==> src/rtl/nfc_pkg.sv <==
package nfc_pkg;
  localparam int ADDR_W = 6;

  localparam logic [ADDR_W-1:0] OFF_LP_LO = 6'h00;
  localparam logic [ADDR_W-1:0] OFF_LP_HI = 6'h04;
  localparam logic [ADDR_W-1:0] OFF_CP    = 6'h08;
  localparam logic [ADDR_W-1:0] OFF_CNT   = 6'h0C;
  localparam logic [ADDR_W-1:0] OFF_CLR   = 6'h10;
  localparam logic [ADDR_W-1:0] OFF_IO    = 6'h14;
  localparam logic [ADDR_W-1:0] OFF_CTL   = 6'h18;

  localparam int CB_CE0 = 0;
  localparam int CB_CLE = 1;
  localparam int CB_ALE = 2;
  localparam int CB_WP  = 3;
  localparam int CB_CE1 = 4;
  localparam int CB_RDY = 5;

  typedef enum logic [1:0] {
    XS_IDLE,
    XS_STROBE,
    XS_HOLD
  } xfer_state_e;

  // data bits whose bit index has bit j equal to sel
  function automatic logic [7:0] col_mask(input int j, input logic sel);
    logic [7:0] m;
    for (int n = 0; n < 8; n++) m[n] = (((n >> j) & 1) == int'(sel));
    return m;
  endfunction
endpackage

==> src/rtl/nfc_ecc_acc.sv <==
module nfc_ecc_acc
  import nfc_pkg::*;
#(
  parameter int CNT_W = 8
) (
  input  logic             clk_i,
  input  logic             rst_ni,
  input  logic             clr_i,
  input  logic             dig_i,
  input  logic [7:0]       byte_i,
  output logic [7:0]       lp_even_o,
  output logic [7:0]       lp_odd_o,
  output logic [5:0]       cp_o,
  output logic [CNT_W-1:0] cnt_o
);
  localparam int LP_N = 8;

  logic [LP_N-1:0]  lpe_q, lpo_q, lpe_d, lpo_d;
  logic [5:0]       cp_q, cp_d;
  logic [CNT_W-1:0] cnt_q;
  logic [LP_N-1:0]  idx;
  logic             par;

  assign idx = cnt_q[LP_N-1:0];
  assign par = ^byte_i;

  always_comb begin
    for (int k = 0; k < LP_N; k++) begin
      lpe_d[k] = lpe_q[k] ^ (par & ~idx[k]);
      lpo_d[k] = lpo_q[k] ^ (par &  idx[k]);
    end
  end

  for (genvar j = 0; j < 3; j++) begin : g_col
    assign cp_d[2*j]   = cp_q[2*j]   ^ (^(byte_i & col_mask(j, 1'b0)));
    assign cp_d[2*j+1] = cp_q[2*j+1] ^ (^(byte_i & col_mask(j, 1'b1)));
  end

  always_ff @(posedge clk_i or negedge rst_ni) begin
    if (!rst_ni) begin
      lpe_q <= '0;
      lpo_q <= '0;
      cp_q  <= '0;
      cnt_q <= '0;
    end else if (clr_i) begin
      lpe_q <= '0;
      lpo_q <= '0;
      cp_q  <= '0;
      cnt_q <= '0;
    end else if (dig_i) begin
      lpe_q <= lpe_d;
      lpo_q <= lpo_d;
      cp_q  <= cp_d;
      cnt_q <= cnt_q + 1'b1;
    end
  end

  assign lp_even_o = lpe_q;
  assign lp_odd_o  = lpo_q;
  assign cp_o      = cp_q;
  assign cnt_o     = cnt_q;


  clr_wipes_chk: assert property (@(posedge clk_i) disable iff (!rst_ni)
    clr_i |=> (cnt_q == '0 && cp_q == '0 && lpe_q == '0 && lpo_q == '0));

  cnt_step_chk: assert property (@(posedge clk_i) disable iff (!rst_ni)
    (dig_i && !clr_i) |=> cnt_q == $past(cnt_q) + 1'b1);
endmodule

==> src/rtl/nfc_xfer.sv <==
module nfc_xfer
  import nfc_pkg::*;
#(
  parameter int PULSE_CYC = 2
) (
  input  logic        clk_i,
  input  logic        rst_ni,
  input  logic        start_i,
  input  logic        wr_i,
  input  logic        dbl_i,
  input  logic [7:0]  wbyte_i,
  input  logic [7:0]  dq_i,
  output logic        nwe_o,
  output logic        nre_o,
  output logic [7:0]  dq_o,
  output logic        dq_oe_o,
  output logic        dig_o,
  output logic [7:0]  dig_byte_o,
  output logic [15:0] rd_word_o,
  output logic        busy_o,
  output logic        done_o
);
  localparam int PW = (PULSE_CYC > 1) ? $clog2(PULSE_CYC) : 1;
  localparam logic [PW-1:0] LAST = PW'(PULSE_CYC - 1);

  xfer_state_e state_q;
  logic [PW-1:0] cnt_q;
  logic          wr_q, dbl_q, second_q, done_q;
  logic [7:0]    wbyte_q, rd_lo_q, rd_hi_q;
  logic          strobe, last;

  assign strobe = (state_q == XS_STROBE);
  assign last   = strobe && (cnt_q == LAST);

  always_ff @(posedge clk_i or negedge rst_ni) begin
    if (!rst_ni) begin
      state_q  <= XS_IDLE;
      cnt_q    <= '0;
      wr_q     <= 1'b0;
      dbl_q    <= 1'b0;
      second_q <= 1'b0;
      done_q   <= 1'b0;
      wbyte_q  <= '0;
      rd_lo_q  <= '0;
      rd_hi_q  <= '0;
    end else begin
      done_q <= 1'b0;
      unique case (state_q)
        XS_IDLE: if (start_i) begin
          state_q  <= XS_STROBE;
          cnt_q    <= '0;
          wr_q     <= wr_i;
          dbl_q    <= dbl_i & ~wr_i;
          second_q <= 1'b0;
          wbyte_q  <= wbyte_i;
          rd_lo_q  <= '0;
          rd_hi_q  <= '0;
        end
        XS_STROBE: begin
          if (last) begin
            state_q <= XS_HOLD;
            if (!wr_q) begin
              if (second_q) rd_hi_q <= dq_i;
              else          rd_lo_q <= dq_i;
            end
          end else begin
            cnt_q <= cnt_q + 1'b1;
          end
        end
        XS_HOLD: begin
          if (dbl_q && !second_q) begin
            second_q <= 1'b1;
            cnt_q    <= '0;
            state_q  <= XS_STROBE;
          end else begin
            state_q <= XS_IDLE;
            done_q  <= 1'b1;
          end
        end
        default: state_q <= XS_IDLE;
      endcase
    end
  end

  assign nwe_o      = ~(strobe & wr_q);
  assign nre_o      = ~(strobe & ~wr_q);
  assign dq_o       = wbyte_q;
  assign dq_oe_o    = wr_q & (state_q != XS_IDLE);
  assign dig_o      = last;
  assign dig_byte_o = wr_q ? wbyte_q : dq_i;
  assign rd_word_o  = {rd_hi_q, rd_lo_q};
  assign busy_o     = (state_q != XS_IDLE);
  assign done_o     = done_q;


  strobe_excl_chk: assert property (@(posedge clk_i) disable iff (!rst_ni)
    !(!nwe_o && !nre_o));

  no_drive_on_read_chk: assert property (@(posedge clk_i) disable iff (!rst_ni)
    dq_oe_o |-> nre_o);

  done_pulse_chk: assert property (@(posedge clk_i) disable iff (!rst_ni)
    done_o |=> !done_o);
endmodule

==> src/rtl/nfc_host_top.sv <==
module nfc_host_top
  import nfc_pkg::*;
#(
  parameter int PULSE_CYC = 2,
  parameter int CNT_W     = 8
) (
  input  logic        clk_i,
  input  logic        rst_ni,
  input  logic        req_i,
  input  logic        we_i,
  input  logic        word_i,
  input  logic [5:0]  addr_i,
  input  logic [7:0]  wdata_i,
  output logic        ack_o,
  output logic [31:0] rdata_o,
  output logic        nand_cle_o,
  output logic        nand_ale_o,
  output logic        nand_nce_o,
  output logic        nand_nwp_o,
  output logic        nand_nwe_o,
  output logic        nand_nre_o,
  input  logic        nand_rb_i,
  input  logic [7:0]  nand_dq_i,
  output logic [7:0]  nand_dq_o,
  output logic        nand_dq_oe_o
);
  localparam logic [7:0] CTL_WMASK = ~(8'(1) << CB_RDY);

  logic [7:0]       ctl_q;
  logic [31:0]      rdata_q;
  logic             reg_ack_q, io_sel_q;
  logic             busy, accept, is_io, is_ctl, is_clr, ecc_clr;
  logic             dig, xfer_done;
  logic [7:0]       dig_byte, reg_rd;
  logic [15:0]      rd_word;
  logic [7:0]       lp_e, lp_o, lp_lo, lp_hi;
  logic [5:0]       cp;
  logic [CNT_W-1:0] cnt;

  assign accept  = req_i & ~busy;
  assign is_io   = (addr_i == OFF_IO);
  assign is_ctl  = (addr_i == OFF_CTL);
  assign is_clr  = (addr_i == OFF_CLR);
  assign ecc_clr = accept & we_i & is_clr;

  nfc_xfer #(.PULSE_CYC(PULSE_CYC)) i_xfer (
    .clk_i      (clk_i),
    .rst_ni     (rst_ni),
    .start_i    (accept & is_io),
    .wr_i       (we_i),
    .dbl_i      (word_i),
    .wbyte_i    (wdata_i),
    .dq_i       (nand_dq_i),
    .nwe_o      (nand_nwe_o),
    .nre_o      (nand_nre_o),
    .dq_o       (nand_dq_o),
    .dq_oe_o    (nand_dq_oe_o),
    .dig_o      (dig),
    .dig_byte_o (dig_byte),
    .rd_word_o  (rd_word),
    .busy_o     (busy),
    .done_o     (xfer_done)
  );

  nfc_ecc_acc #(.CNT_W(CNT_W)) i_ecc (
    .clk_i     (clk_i),
    .rst_ni    (rst_ni),
    .clr_i     (ecc_clr),
    .dig_i     (dig),
    .byte_i    (dig_byte),
    .lp_even_o (lp_e),
    .lp_odd_o  (lp_o),
    .cp_o      (cp),
    .cnt_o     (cnt)
  );

  // interleave even/odd line parities; low reg takes upper nibbles
  for (genvar j = 0; j < 4; j++) begin : g_lp
    assign lp_lo[2*j]   = lp_e[4+j];
    assign lp_lo[2*j+1] = lp_o[4+j];
    assign lp_hi[2*j]   = lp_e[j];
    assign lp_hi[2*j+1] = lp_o[j];
  end

  always_comb begin
    unique case (addr_i)
      OFF_LP_LO: reg_rd = lp_lo;
      OFF_LP_HI: reg_rd = lp_hi;
      OFF_CP:    reg_rd = {2'b00, cp};
      OFF_CNT:   reg_rd = cnt[7:0];
      OFF_CTL:   reg_rd = ctl_q | (8'(nand_rb_i) << CB_RDY);
      default:   reg_rd = 8'h00;
    endcase
  end

  always_ff @(posedge clk_i or negedge rst_ni) begin
    if (!rst_ni) begin
      ctl_q     <= '0;
      rdata_q   <= '0;
      reg_ack_q <= 1'b0;
      io_sel_q  <= 1'b0;
    end else begin
      reg_ack_q <= accept & ~is_io;
      if (accept) begin
        io_sel_q <= is_io;
        rdata_q  <= we_i ? 32'h0 : {24'h0, reg_rd};
        if (we_i && is_ctl) ctl_q <= wdata_i & CTL_WMASK;
      end
    end
  end

  assign ack_o   = reg_ack_q | xfer_done;
  assign rdata_o = io_sel_q ? {8'h00, rd_word[15:8], 8'h00, rd_word[7:0]} : rdata_q;

  assign nand_cle_o = ctl_q[CB_CLE];
  assign nand_ale_o = ctl_q[CB_ALE];
  assign nand_nce_o = ~(ctl_q[CB_CE0] | ctl_q[CB_CE1]);
  assign nand_nwp_o = ~ctl_q[CB_WP];


  ctl_pins_chk: assert property (@(posedge clk_i) disable iff (!rst_ni)
    (accept && we_i && is_ctl) |=> (nand_cle_o == $past(wdata_i[CB_CLE]) &&
      nand_ale_o == $past(wdata_i[CB_ALE]) && nand_nwp_o == !$past(wdata_i[CB_WP])));

  clr_keeps_ctl_chk: assert property (@(posedge clk_i) disable iff (!rst_ni)
    ecc_clr |=> $stable(ctl_q));

  reg_ack_chk: assert property (@(posedge clk_i) disable iff (!rst_ni)
    (accept && !is_io) |=> ack_o);

  no_ack_busy_chk: assert property (@(posedge clk_i) disable iff (!rst_ni)
    (busy && !xfer_done) |-> !reg_ack_q);
endmodule

==> config.mk <==
export PLATFORM = sky130hd
export DESIGN_NAME = nfc_host_top
export DESIGN_NICKNAME = d
export VERILOG_FILES = /design/src/rtl/nfc_pkg.sv /design/src/rtl/nfc_ecc_acc.sv /design/src/rtl/nfc_xfer.sv /design/src/rtl/nfc_host_top.sv
export SDC_FILE = /design/constraint.sdc
export NUM_CORES = 1
export LEC_CHECK = 0
export BUFFER_PORTS_ARGS = -buffer_cell sky130_fd_sc_hd__buf_4
export CAP_MARGIN = 20
export CELL_PAD_IN_SITES_DETAIL_PLACEMENT = 1
export CELL_PAD_IN_SITES_GLOBAL_PLACEMENT = 1
export CORE_ASPECT_RATIO = 1.25
export CORE_MARGIN = 1.5
export CORE_UTILIZATION = 47
export CTS_CLUSTER_DIAMETER = 200
export DETAILED_ROUTE_END_ITERATION = 12
export PLACE_DENSITY_LB_ADDON = 0.05
export SETUP_SLACK_MARGIN = 0.1
export SYNTH_ARGS = -nofsm -noshare
export SYNTH_HDL_FRONTEND = slang
export SYNTH_SLANG_ARGS = --single-unit
==> constraint.sdc <==
create_clock -name clk_i -period 3.45 [get_ports clk_i]
set_clock_uncertainty 0.1 [all_clocks]
set_input_delay 0 -clock clk_i [delete_from_list [all_inputs] [get_ports clk_i]]
set_output_delay 0 -clock clk_i [all_outputs]
set_load 0.05 [all_outputs]
# [Yosys cells after proc, flatten, opt, wreduce, memory -nomap -nowiden]
# Index checks and enable logic that the tools add are counted.
[totals] reg_bits=102 latchBits=0 ramBits=0 mem_bits_ro=0 input_bits=28 output_inout_bits=48 elab_cells=158 memories=0
[op_classes] n_addsub=2 multipliers=0 div=0 magnitude_cmp=0 n_eq_ne=15 shift=0 muxes=33 bitwise=66 reduce_logical=25
[op_table] cell="$mux 8" count=15
[op_table] cell="$reduce_xor 8->1" count=7
[op_table] cell="$pmux 8 s5" count=1
[op_table] cell="$mux 32" count=1
[op_table] cell="$pmux 8 s2" count=2
[op_table] cell="$and 1x1->1" count=25
[op_table] cell="$xor 1x1->1" count=22
[op_table] cell="$eq 6x5->1 const B" count=3
[op_table] cell="$not 1->1" count=16
[op_table] cell="$eq 6x4->1 const B" count=2
[op_table] cell="$mux 6" count=2
[op_table] cell="$reduce_and 5->1" count=2
[op_table] cell="$add 8x1->8 const B" count=1
[op_table] cell="$ne 2x2->1 const B" count=4
[op_table] cell="$or 8x6->8" count=1
[op_table] cell="$reduce_bool 2->1" count=4
[op_table] cell="$mux 1" count=7
[op_table] cell="$eq 6x3->1 const B" count=1
[op_table] cell="$logic_not 6->1" count=1
[op_table] cell="$ne 2x1->1 const B" count=3
[op_table] cell="$pmux 2 s3" count=1
[op_table] cell="$reduce_and 2->1" count=3
[op_table] cell="$mux 2" count=2
[op_table] cell="$reduce_and 4->1" count=1
[op_table] cell="11 further kinds" count=14

# [Logic depth before layout (Yosys ltp)]
# Gate-level depths: netlist of the first run.
[depth] word_depth=6 mapped_depth=9 ltp_nobuf=8

# [Cells and area by module]
# Synthesis of the first run repeated with hierarchy kept, for this count alone.
[unflattened] hier_cells=400 area_unflattened_um2=4219.0
[modules_own_cells] mod="nfc_ecc_acc" n_inst=1 cells_each=162 area_per_inst_um2=1529.0 seq_area_each_um2=750.7
[modules_own_cells] mod="nfc_xfer" n_inst=1 cells_each=116 area_per_inst_um2=1447.6 seq_area_each_um2=775.7
[modules_own_cells] mod="nfc_host_top" n_inst=1 cells_each=122 area_per_inst_um2=1242.4 seq_area_each_um2=425.4

# [Worst setup path before layout of the first run]
# Ideal clock, no wire load.
[synth_path] path_type="reg-to-reg" from="register i_xfer.wbyte_q[4], in the netlist i_xfer.dq_o[4]" to="register i_ecc.lpe_q[4], in the netlist i_ecc.lp_even_o[4]" setup_time_ps=78 arrival_ps=1956 required_ps=3272 slack_ps=1316 path_stages_with_launch=7 n_path_buf=0 synth_period_minus_slack_ps=2134 path_cell_list="dfrtp_1 > xor2_1 > mux2i_2 > xnor2_2 > xnor2_2 > or4_1 > a21oi_1"
[synth_between] elab_chain_len=6
[synth_lines] item="from (decl)" line="nfc_xfer.sv:29" text="logic [7:0] wbyte_q, rd_lo_q, rd_hi_q;"
[synth_lines] item="from (signal assigned)" line="nfc_xfer.sv:55" text="wbyte_q <= wbyte_i;"
[synth_lines] item="$mux 8" line="nfc_xfer.sv:90" text="assign dig_byte_o = wr_q ? wbyte_q : dq_i;"
[synth_lines] item="$reduce_xor 8->1" line="nfc_ecc_acc.sv:25" text="assign par = ^byte_i;"
[synth_lines] item="$and 1x1->1" line="nfc_ecc_acc.sv:29" text="lpe_d[k] = lpe_q[k] ^ (par & ~idx[k]);"
[synth_lines] item="$xor 1x1->1" line="nfc_ecc_acc.sv:29"
[synth_lines] item="$mux 8" line="nfc_ecc_acc.sv:50" text="end else if (dig_i) begin"
[synth_lines] item="$mux 8" line="nfc_ecc_acc.sv:45" text="end else if (clr_i) begin"
[synth_lines] item="to (signal assigned)" line="nfc_ecc_acc.sv:51" text="lpe_q <= lpe_d;"
[synth_lines] item="to (decl)" line="nfc_ecc_acc.sv:18" text="logic [LP_N-1:0] lpe_q, lpo_q, lpe_d, lpo_d;"
# Every way passes these cells. The select of a mux whose other input is x is not followed.
# A chain may end at the register's enable or synchronous reset.

# [Worst setup path after layout of the first run]
[layout_path] from="register i_xfer.wr_q" to="register i_ecc.lpe_q[4], in the netlist i_ecc.lp_even_o[4]"
[layout_between] elab_chain_len=6
[layout_lines] item="from (decl)" line="nfc_xfer.sv:28" text="logic wr_q, dbl_q, second_q, done_q;"
[layout_lines] item="from (signal assigned)" line="nfc_xfer.sv:52" text="wr_q <= wr_i;"
[layout_lines] item="$mux 8" line="nfc_xfer.sv:90"
[layout_lines] item="$reduce_xor 8->1" line="nfc_ecc_acc.sv:25"
[layout_lines] item="$and 1x1->1" line="nfc_ecc_acc.sv:29"
[layout_lines] item="$xor 1x1->1" line="nfc_ecc_acc.sv:29"
[layout_lines] item="$mux 8" line="nfc_ecc_acc.sv:50"
[layout_lines] item="$mux 8" line="nfc_ecc_acc.sv:45"
# Every way passes these cells. The select of a mux whose other input is x is not followed.

==> results.py, run 1 <==
metrics = {
    "setup_path": {
        "cp.arrival_ns": 2.62,
        "worst-path-buf-inv": 1,
        "start_kind": "flip-flop",
        "critPathSlowestCell": "dfrtp_1",
        "worstSetupPathType": "flip-flop to flip-flop",
        "regToRegEndpoint": "i_ecc.lp_even_o[4]",
        "cp_common_cell": "xnor2_2",
        "ff2ff_setup_slack_ns": 1.03,
        "worstPathRequired_ns": 3.64,
        "reg2regPathDepth": 6,
        "crit_chain": "mux2i_2 > xnor2_2 > xnor2_2 > buf_4 > or4_1 > a21oi_1",
        "crit_fanout": 18,
        "cp_top_family": "flip-flops",
        "reg2reg_from": "i_xfer.wr_q",
        "max_stage_delay_ns": 0.77,
        "critPathCaptureType": "flip-flop",
    },
    "route": {
        "routed_via_density": 5.24,
        "drtIter0Drc": 103,
        "totalWireLength_um": 10600,
        "wl_per_cell_um": 18.0,
        "drc": 0,
        "postRouteAntennaNets": 0,
        "vias": 3087,
        "dr.pass1.iters": 4,
    },
    "finish": {
        "fillers": 966,
        "drive_gt1_share_pct": 31.8,
        "multi_input_area_sq_um": 2080,
        "layout-area-overhead-vs-synth_pct": 21.4,
        "final_nets": 493,
        "register_area_sq_um": 1950,
        "n_antenna_cell": 0,
    },
    "synthesis": {
        "synth_ff_type": "dfrtp_1",
        "ys_seq_area_share_pct": 46.6,
        "syn_inst": 388,
        "synth-edff-count": 0,
        "yosys_register_bits": 78,
        "async_flop_share_pct": 100,
        "ys_warn_count": 0,
        "syn_area_sq_um": 4190,
        "synth_area_per_cell_sq_um": 10.8,
        "ys_types": 44,
    },
    "grt": {
        "first_global_vias": 3280,
        "track_usage_pct": 24.4,
        "grt_max_degree": 79,
        "grt_first_pass_wirelength_um": 17300,
        "grt_remaining_overflow": 0,
        "antenna_found_initial": 0,
    },
    "placed_design": {
        "gp_congestion": 0.824,
        "dp_hpwl_um": 7610,
        "io_buffers": 59,
    },
    "timing": {
        "timing.fmax_mhz": 412,
        "hold_violations": 0,
        "slew_headroom_pct": 56.0,
        "tightest_slew_ns": 0.657,
        "finalSetupViolCount": 0,
        "fin_crit_ns": 2.42,
        "final.setup.tns_ns": 0,
        "drv_slew": 0,
        "rsz0062_at_grt": "false",
        "fin_crit_sh_pct": 70.3,
    },
    "floorplan": {
        "boundaryPins": 76,
        "die_h_um": 109,
        "die_w_um": 87.5,
        "row_count": 38,
        "fp.coreArea_sq_um": 8650,
        "initial_core_util_pct": 48.4,
        "die_area_sq_um": 9500,
    },
    "power_and_ir_drop": {
        "ir_drop_uv": 394,
        "powerDensity_nw_per_um2": 494,
        "power.total_uw": 2510,
        "p_leak_uw": 0.00236,
    },
    "hold_path": {
        "min_from": "addr_i[3]",
        "hold-path-cell-count": 3,
        "min_to": "reg_ack_q",
        "hp-class": "primary input to flip-flop",
    },
    "clocking": {
        "ctsRootBufferMaster": "clkbuf_8",
        "insertion_delay_ns": 0.36,
        "clk_pin_slew_ns": 0.08,
        "cts_buffers": 9,
        "cts.sinks": 78,
        "htreeDepth": 3,
        "clock_path_buffers": 2,
        "cts_tree": "built",
        "cts_resized": 0,
    },
    "status": {
        "status": "complete, no violations",
    },
    "job": {
        "maxCapViolations": 0,
    },
}
[cell usage after synthesis (5+ instances only)]
cell type | instances | share of area, %
mux2_2 | 40 | 11
a22oi_1 | 8 | 1.4
nand3_1 | 6 | 0.72
xor2_1 | 16 | 3.3
a21oi_1 | 14 | 1.7
o21ai_0 | 20 | 2.4
buf_4 | 17 | 3.0
or3_1 | 5 | 0.75
and2_1 | 15 | 2.2
xnor2_1 | 10 | 2.1
mux2i_1 | 16 | 3.8
dfrtp_1 | 78 | 47
clkbuf_1 | 15 | 1.3
nor2_2 | 7 | 1.0
mux4_2 | 6 | 3.2
nor3_1 | 8 | 0.96
nand2_1 | 45 | 4.0
nor2_1 | 15 | 1.3
[timing repair]
action | in CTS | in global routing
hold endpoints to repair | 112 | 4
hold buffers | 20 | 1
setup buffers | 0 | 0
endpoints found under the setup margin | 0 | 0
[placed cells by master, fill, tap and decap left out, types with 15 or more instances in the layout]
cell,count
dfrtp_1,78
buf_4,64
nand2_1,45
mux2_2,40
dlygate4sd3_1,21
o21ai_0,20
xor2_1,16
mux2i_1,16
conb_1,16
and2_1,15
nor2_1,15
[power breakdown]
part	internal [uW]	switching, uW	total (uW)
clock network	277	355	631
logic	283	378	661
registers	1070	148	1220
[metrics by stage]
step | setup WS, ns | util [%] | hold WS [ns] | area [sq um] | cells
after global placement | 1.13 | 54.0 | 0.125 | 4680 | 551
after CTS | 1.02 | 58.4 | 0.00740 | 5050 | 587
after global routing | 0.820 | 58.8 | 0.0462 | 5090 | 589
after floorplan | 1.32 | - | -0.396 | 4250 | 403
after detailed placement | 1.04 | 54.0 | 0.128 | 4680 | 551
final | 1.03 | 58.8 | 0.0279 | 5090 | 589
[area by class of cell]
| class | count | share of cell area (%) |
|---|---|---|
| Clock inverter | 6 | 0.738 |
| Inverter | 3 | 0.221 |
| Clock buffer | 10 | 2.70 |
| Tap cell | 120 | 2.95 |
| Multi-Input combinational cell | 286 | 40.9 |
| Timing Repair Buffer | 86 | 14.1 |
| Sequential cell | 78 | 38.4 |
[state kept, by name, summed over array words and instances (netlist names), 2 cells and up]
signal,flops
i_ecc.cnt_o,8
i_ecc.lp_even_o,8
i_ecc.lp_odd_o,8
i_xfer.dq_o,8
i_xfer.rd_hi_q,8
i_xfer.rd_lo_q,8
rdata_q,8
ctl_q,7
i_ecc.cp_o,6
i_xfer.state_q,2
[per-layer routing]
| layer | up-vias | GRT usage (%) | wire [um] |
|---|---|---|---|
| li1 | 1452 | - | - |
| met1 | 1566 | 29.9 | 4350 |
| met2 | 54 | 42.9 | 5800 |
| met3 | 15 | 3.36 | 258 |
| met4 | 0 | 10.1 | 213 |
| met5 | - | 0 | 0 |
[how the worst max path moves through the flow]
stage | cells past startpoint | from | endpoint
2_1_floorplan | 6 | i_xfer.dq_o[4] | i_ecc.lp_even_o[4]
3_3_place_gp | 6 | i_xfer.wr_q | i_ecc.lp_even_o[4]
3_5_place_dp | 10 | i_xfer.state_q[0] | i_ecc.cnt_o[6]
4_1_cts | 10 | i_xfer.state_q[0] | i_ecc.cnt_o[6]
5_1_grt | 10 | i_xfer.state_q[0] | i_ecc.cnt_o[6]
6_report | 6 | i_xfer.wr_q | i_ecc.lp_even_o[4]
[worst reg2reg max path, delay by kind of cell, from the launching register on]
| family | cells | cell delay (ns) |
|---|---|---|
| xor gates and xnor gates | 2 | 0.32 |
| and+or+nand+nor | 1 | 0.41 |
| buffers and inverters | 1 | 0.21 |
| AOI/OAI and AO/OA | 1 | 0.15 |
| muxes | 1 | 0.41 |
| DFF | 1 | 0.77 |
[cells by family (layout without fill, tap and decap cells)]
group,Yosys count,count (layout),synth area share [%]
adders and majority gates,1,1,0.298
muxes,66,66,19.1
and+or+nand+nor,124,124,15.1
DFF,78,78,46.6
AOI/OAI and AO/OA,50,50,6.99
buffers and inverters,39,105,5.25
xor gates and xnor gates,29,29,6.60
other,1,16,0.0895
No activity file was read; power rests on OpenSTA's default activity.
==> inputs of run 2 (changes only) <==
--- a/config.mk
+++ b/config.mk
@@ -11,7 +11,7 @@
 export CELL_PAD_IN_SITES_GLOBAL_PLACEMENT = 1
 export CORE_ASPECT_RATIO = 1.25
 export CORE_MARGIN = 1.5
-export CORE_UTILIZATION = 47
+export CORE_UTILIZATION = 44
 export CTS_CLUSTER_DIAMETER = 200
 export DETAILED_ROUTE_END_ITERATION = 12
 export PLACE_DENSITY_LB_ADDON = 0.05
==> constraint.sdc (replaced) <==
create_clock -name clk_i -period 2.55 [get_ports clk_i]
set_clock_uncertainty 0.1 [all_clocks]
set_input_delay 0 -clock clk_i [delete_from_list [all_inputs] [get_ports clk_i]]
set_output_delay 0 -clock clk_i [all_outputs]
set_load 0.05 [all_outputs]
==> run 2 against run 1 <==
Clock power increased by 110%; sequential cell count is the same; die area grew 6.6%; critical path depth decreased by 1; sequential power increased by 35%; non-clock buffer count up 5; via count is 0.36% higher; maximum frequency is 6.0% higher; sequential share of layout area down 1.3 points; largest power group unchanged; utilization fell by 1.7 points; global-route usage is 0.98 points lower; routed wire length increased by 3.9%.
==> results.py, run 2 (synthesis gave the netlist of run 1 again) <==
metrics = {
    "status": {
        "status": "complete, no violations",
    },
    "grt": {
        "grt_remaining_overflow": 0,
        "track_usage_pct": 23.4,
        "grt_max_degree": 79,
        "grt_first_pass_wirelength_um": 18200,
        "antenna_found_initial": 0,
        "first_global_vias": 3409,
    },
    "timing": {
        "final.setup.tns_ns": 0,
        "fin_crit_ns": 2.29,
        "rsz0062_at_grt": "false",
        "fin_ws_ns": 0.262,
        "slew_headroom_pct": 56.8,
        "timing.fmax_mhz": 437,
        "finalSetupViolCount": 0,
        "hold_violations": 0,
        "fin_crit_sh_pct": 89.7,
        "drv_slew": 0,
        "tightest_slew_ns": 0.648,
    },
    "placed_design": {
        "gp_congestion": 0.770,
        "pre_cts_ws_ns": 0.124,
        "dp_hpwl_um": 7950,
        "io_buffers": 59,
    },
    "clocking": {
        "cts_buffers": 9,
        "cts.sinks": 78,
        "clock_path_buffers": 2,
        "insertion_delay_ns": 0.34,
        "cts_tree": "built",
        "clk_pin_slew_ns": 0.06,
        "ctsRootBufferMaster": "clkbuf_16",
        "htreeDepth": 3,
    },
    "power_and_ir_drop": {
        "comb_power_share_pct": 23.9,
        "p_leak_uw": 0.00246,
        "p_int_uw": 2650,
        "powerDensity_nw_per_um2": 736,
        "pwr-share-seq_pct": 42.5,
        "clkPwrFrac_pct": 33.6,
        "switching_share_pct": 31.6,
        "power.switching_uw": 1220,
        "ir_drop_uv": 431,
    },
    "setup_path": {
        "critPathSlowestCell": "or4_1",
        "crit_chain": "nor3b_2 > nand2_1 > or4_1 > o211ai_1 > o31ai_1",
        "worstSetupPathType": "flip-flop to flip-flop",
        "reg2regPathDepth": 5,
        "endpoint": "i_ecc.lp_odd_o[3]",
        "start_kind": "flip-flop",
        "critPathCaptureType": "flip-flop",
        "cp.depth": 5,
        "crit_fanout": 16,
        "cp_top_family": "simple AND/OR/NAND/NOR gates",
        "ff2ff_setup_slack_ns": 0.26,
        "critPathLaunch": "i_xfer.state_q[1]",
        "worst-path-buf-inv": 0,
        "regToRegEndpoint": "i_ecc.lp_odd_o[3]",
        "cp.arrival_ns": 2.38,
        "max_stage_delay_ns": 0.75,
        "worstPathRequired_ns": 2.65,
        "reg2reg_from": "i_xfer.state_q[1]",
    },
    "finish": {
        "final_common_cell": "dfrtp_1",
        "drive_gt1_share_pct": 32.1,
        "final_nets": 498,
        "layout_common_cells": "dfrtp_1 (78), buf_4 (69), nand2_1 (45)",
        "layout-area-overhead-vs-synth_pct": 25.7,
        "n_antenna_cell": 0,
    },
    "floorplan": {
        "die_area_sq_um": 10100,
        "initial_core_util_pct": 45.4,
        "fp.coreArea_sq_um": 9220,
        "boundaryPins": 76,
        "row_count": 39,
        "die_w_um": 90.3,
        "die_h_um": 112,
    },
    "route": {
        "dr.pass1.iters": 4,
        "drc": 0,
        "postRouteAntennaNets": 0,
        "routed_via_density": 5.19,
        "wl_per_cell_um": 18.5,
        "totalWireLength_um": 11000,
        "drtIter0Drc": 120,
        "vias": 3098,
    },
    "job": {
        "maxCapViolations": 0,
    },
    "hold_path": {
        "hp-class": "primary input to flip-flop",
        "min_from": "req_i",
    },
}
-- run 2: changes by cell type in the layout (fill, tap and decap cells not counted), moves of 2 or more --
cell / change
buf_4: +5
clkbuf_1: +2
clkbuf_16: +9
clkbuf_8: -8
clkinv_2: -2
clkinvlp_4: -2
-- run 2: worst register-to-register path: stages (launching register included) --
cell      delay [ns]
dfrtp_1         0.49
nor3b_2         0.35
nand2_1         0.14
or4_1           0.75
o211ai_1        0.22
o31ai_1         0.09
-- run 2: worst min-delay path by stage --
stage	endpoint	slack [ns]	depth (start not counted)
floorplan	ctl_q[0]	-0.40	0
global placement	reg_ack_q	0.14	1
detailed placement	i_xfer.rd_hi_q[7]	0.13	1
CTS	i_xfer.state_q[0]	0.13	4
global route	reg_ack_q	0.18	3
finish	reg_ack_q	0.12	3
-- run 2: layer usage --
layer / track usage (%) / vias to the layer above / part of all wire, %
li1: - / 1470 / -
met5: 0 / - / 0
met2: 43.5 / 55 / 54
met3: 4.07 / 12 / 2.4
met1: 27.5 / 1561 / 42
met4: 6.98 / 0 / 1.5
-- run 2: stage by stage --
step	cells	utilization [%]	power [uW]	hold slack (ns)	instance area (sq um)
final	597	57.1	3880	0.124	5270
after global routing	597	57.1	4060	0.181	5270
after CTS	595	56.7	3910	0.128	5230
after detailed placement	559	51.1	2540	0.130	4720
after global placement	559	51.1	2490	0.136	4720
after floorplan	403	-	2280	-0.396	4250
-- run 2: final cells by class --
cell class / count / area, sq um
Multi-Input combinational cell: 286 / 2090
Inverter: 3 / 11.3
Sequential cell: 78 / 1950
Clock buffer: 13 / 260
Fill cell: 984 / 3950
Clock inverter: 3 / 42.5
Tap cell: 123 / 154
Timing Repair Buffer: 91 / 756
-- run 2: timing repair --
action / CTS / global route
setup buffers: 0 / 0
endpoints found under the hold margin: 111 / 8
endpoints found under the setup margin: 1 / 0
hold buffers: 20 / 1
gates resized for setup: 1 / 0
-- run 2: power by group through the flow --
stage | combinational (uW) | sequential [uW] | clock (uW)
after global placement | 849 | 1650 | 0
after global routing | 1010 | 1680 | 1370
after CTS | 928 | 1640 | 1340
after floorplan | 621 | 1660 | 0
final | 927 | 1650 | 1300
after detailed placement | 875 | 1660 | 0
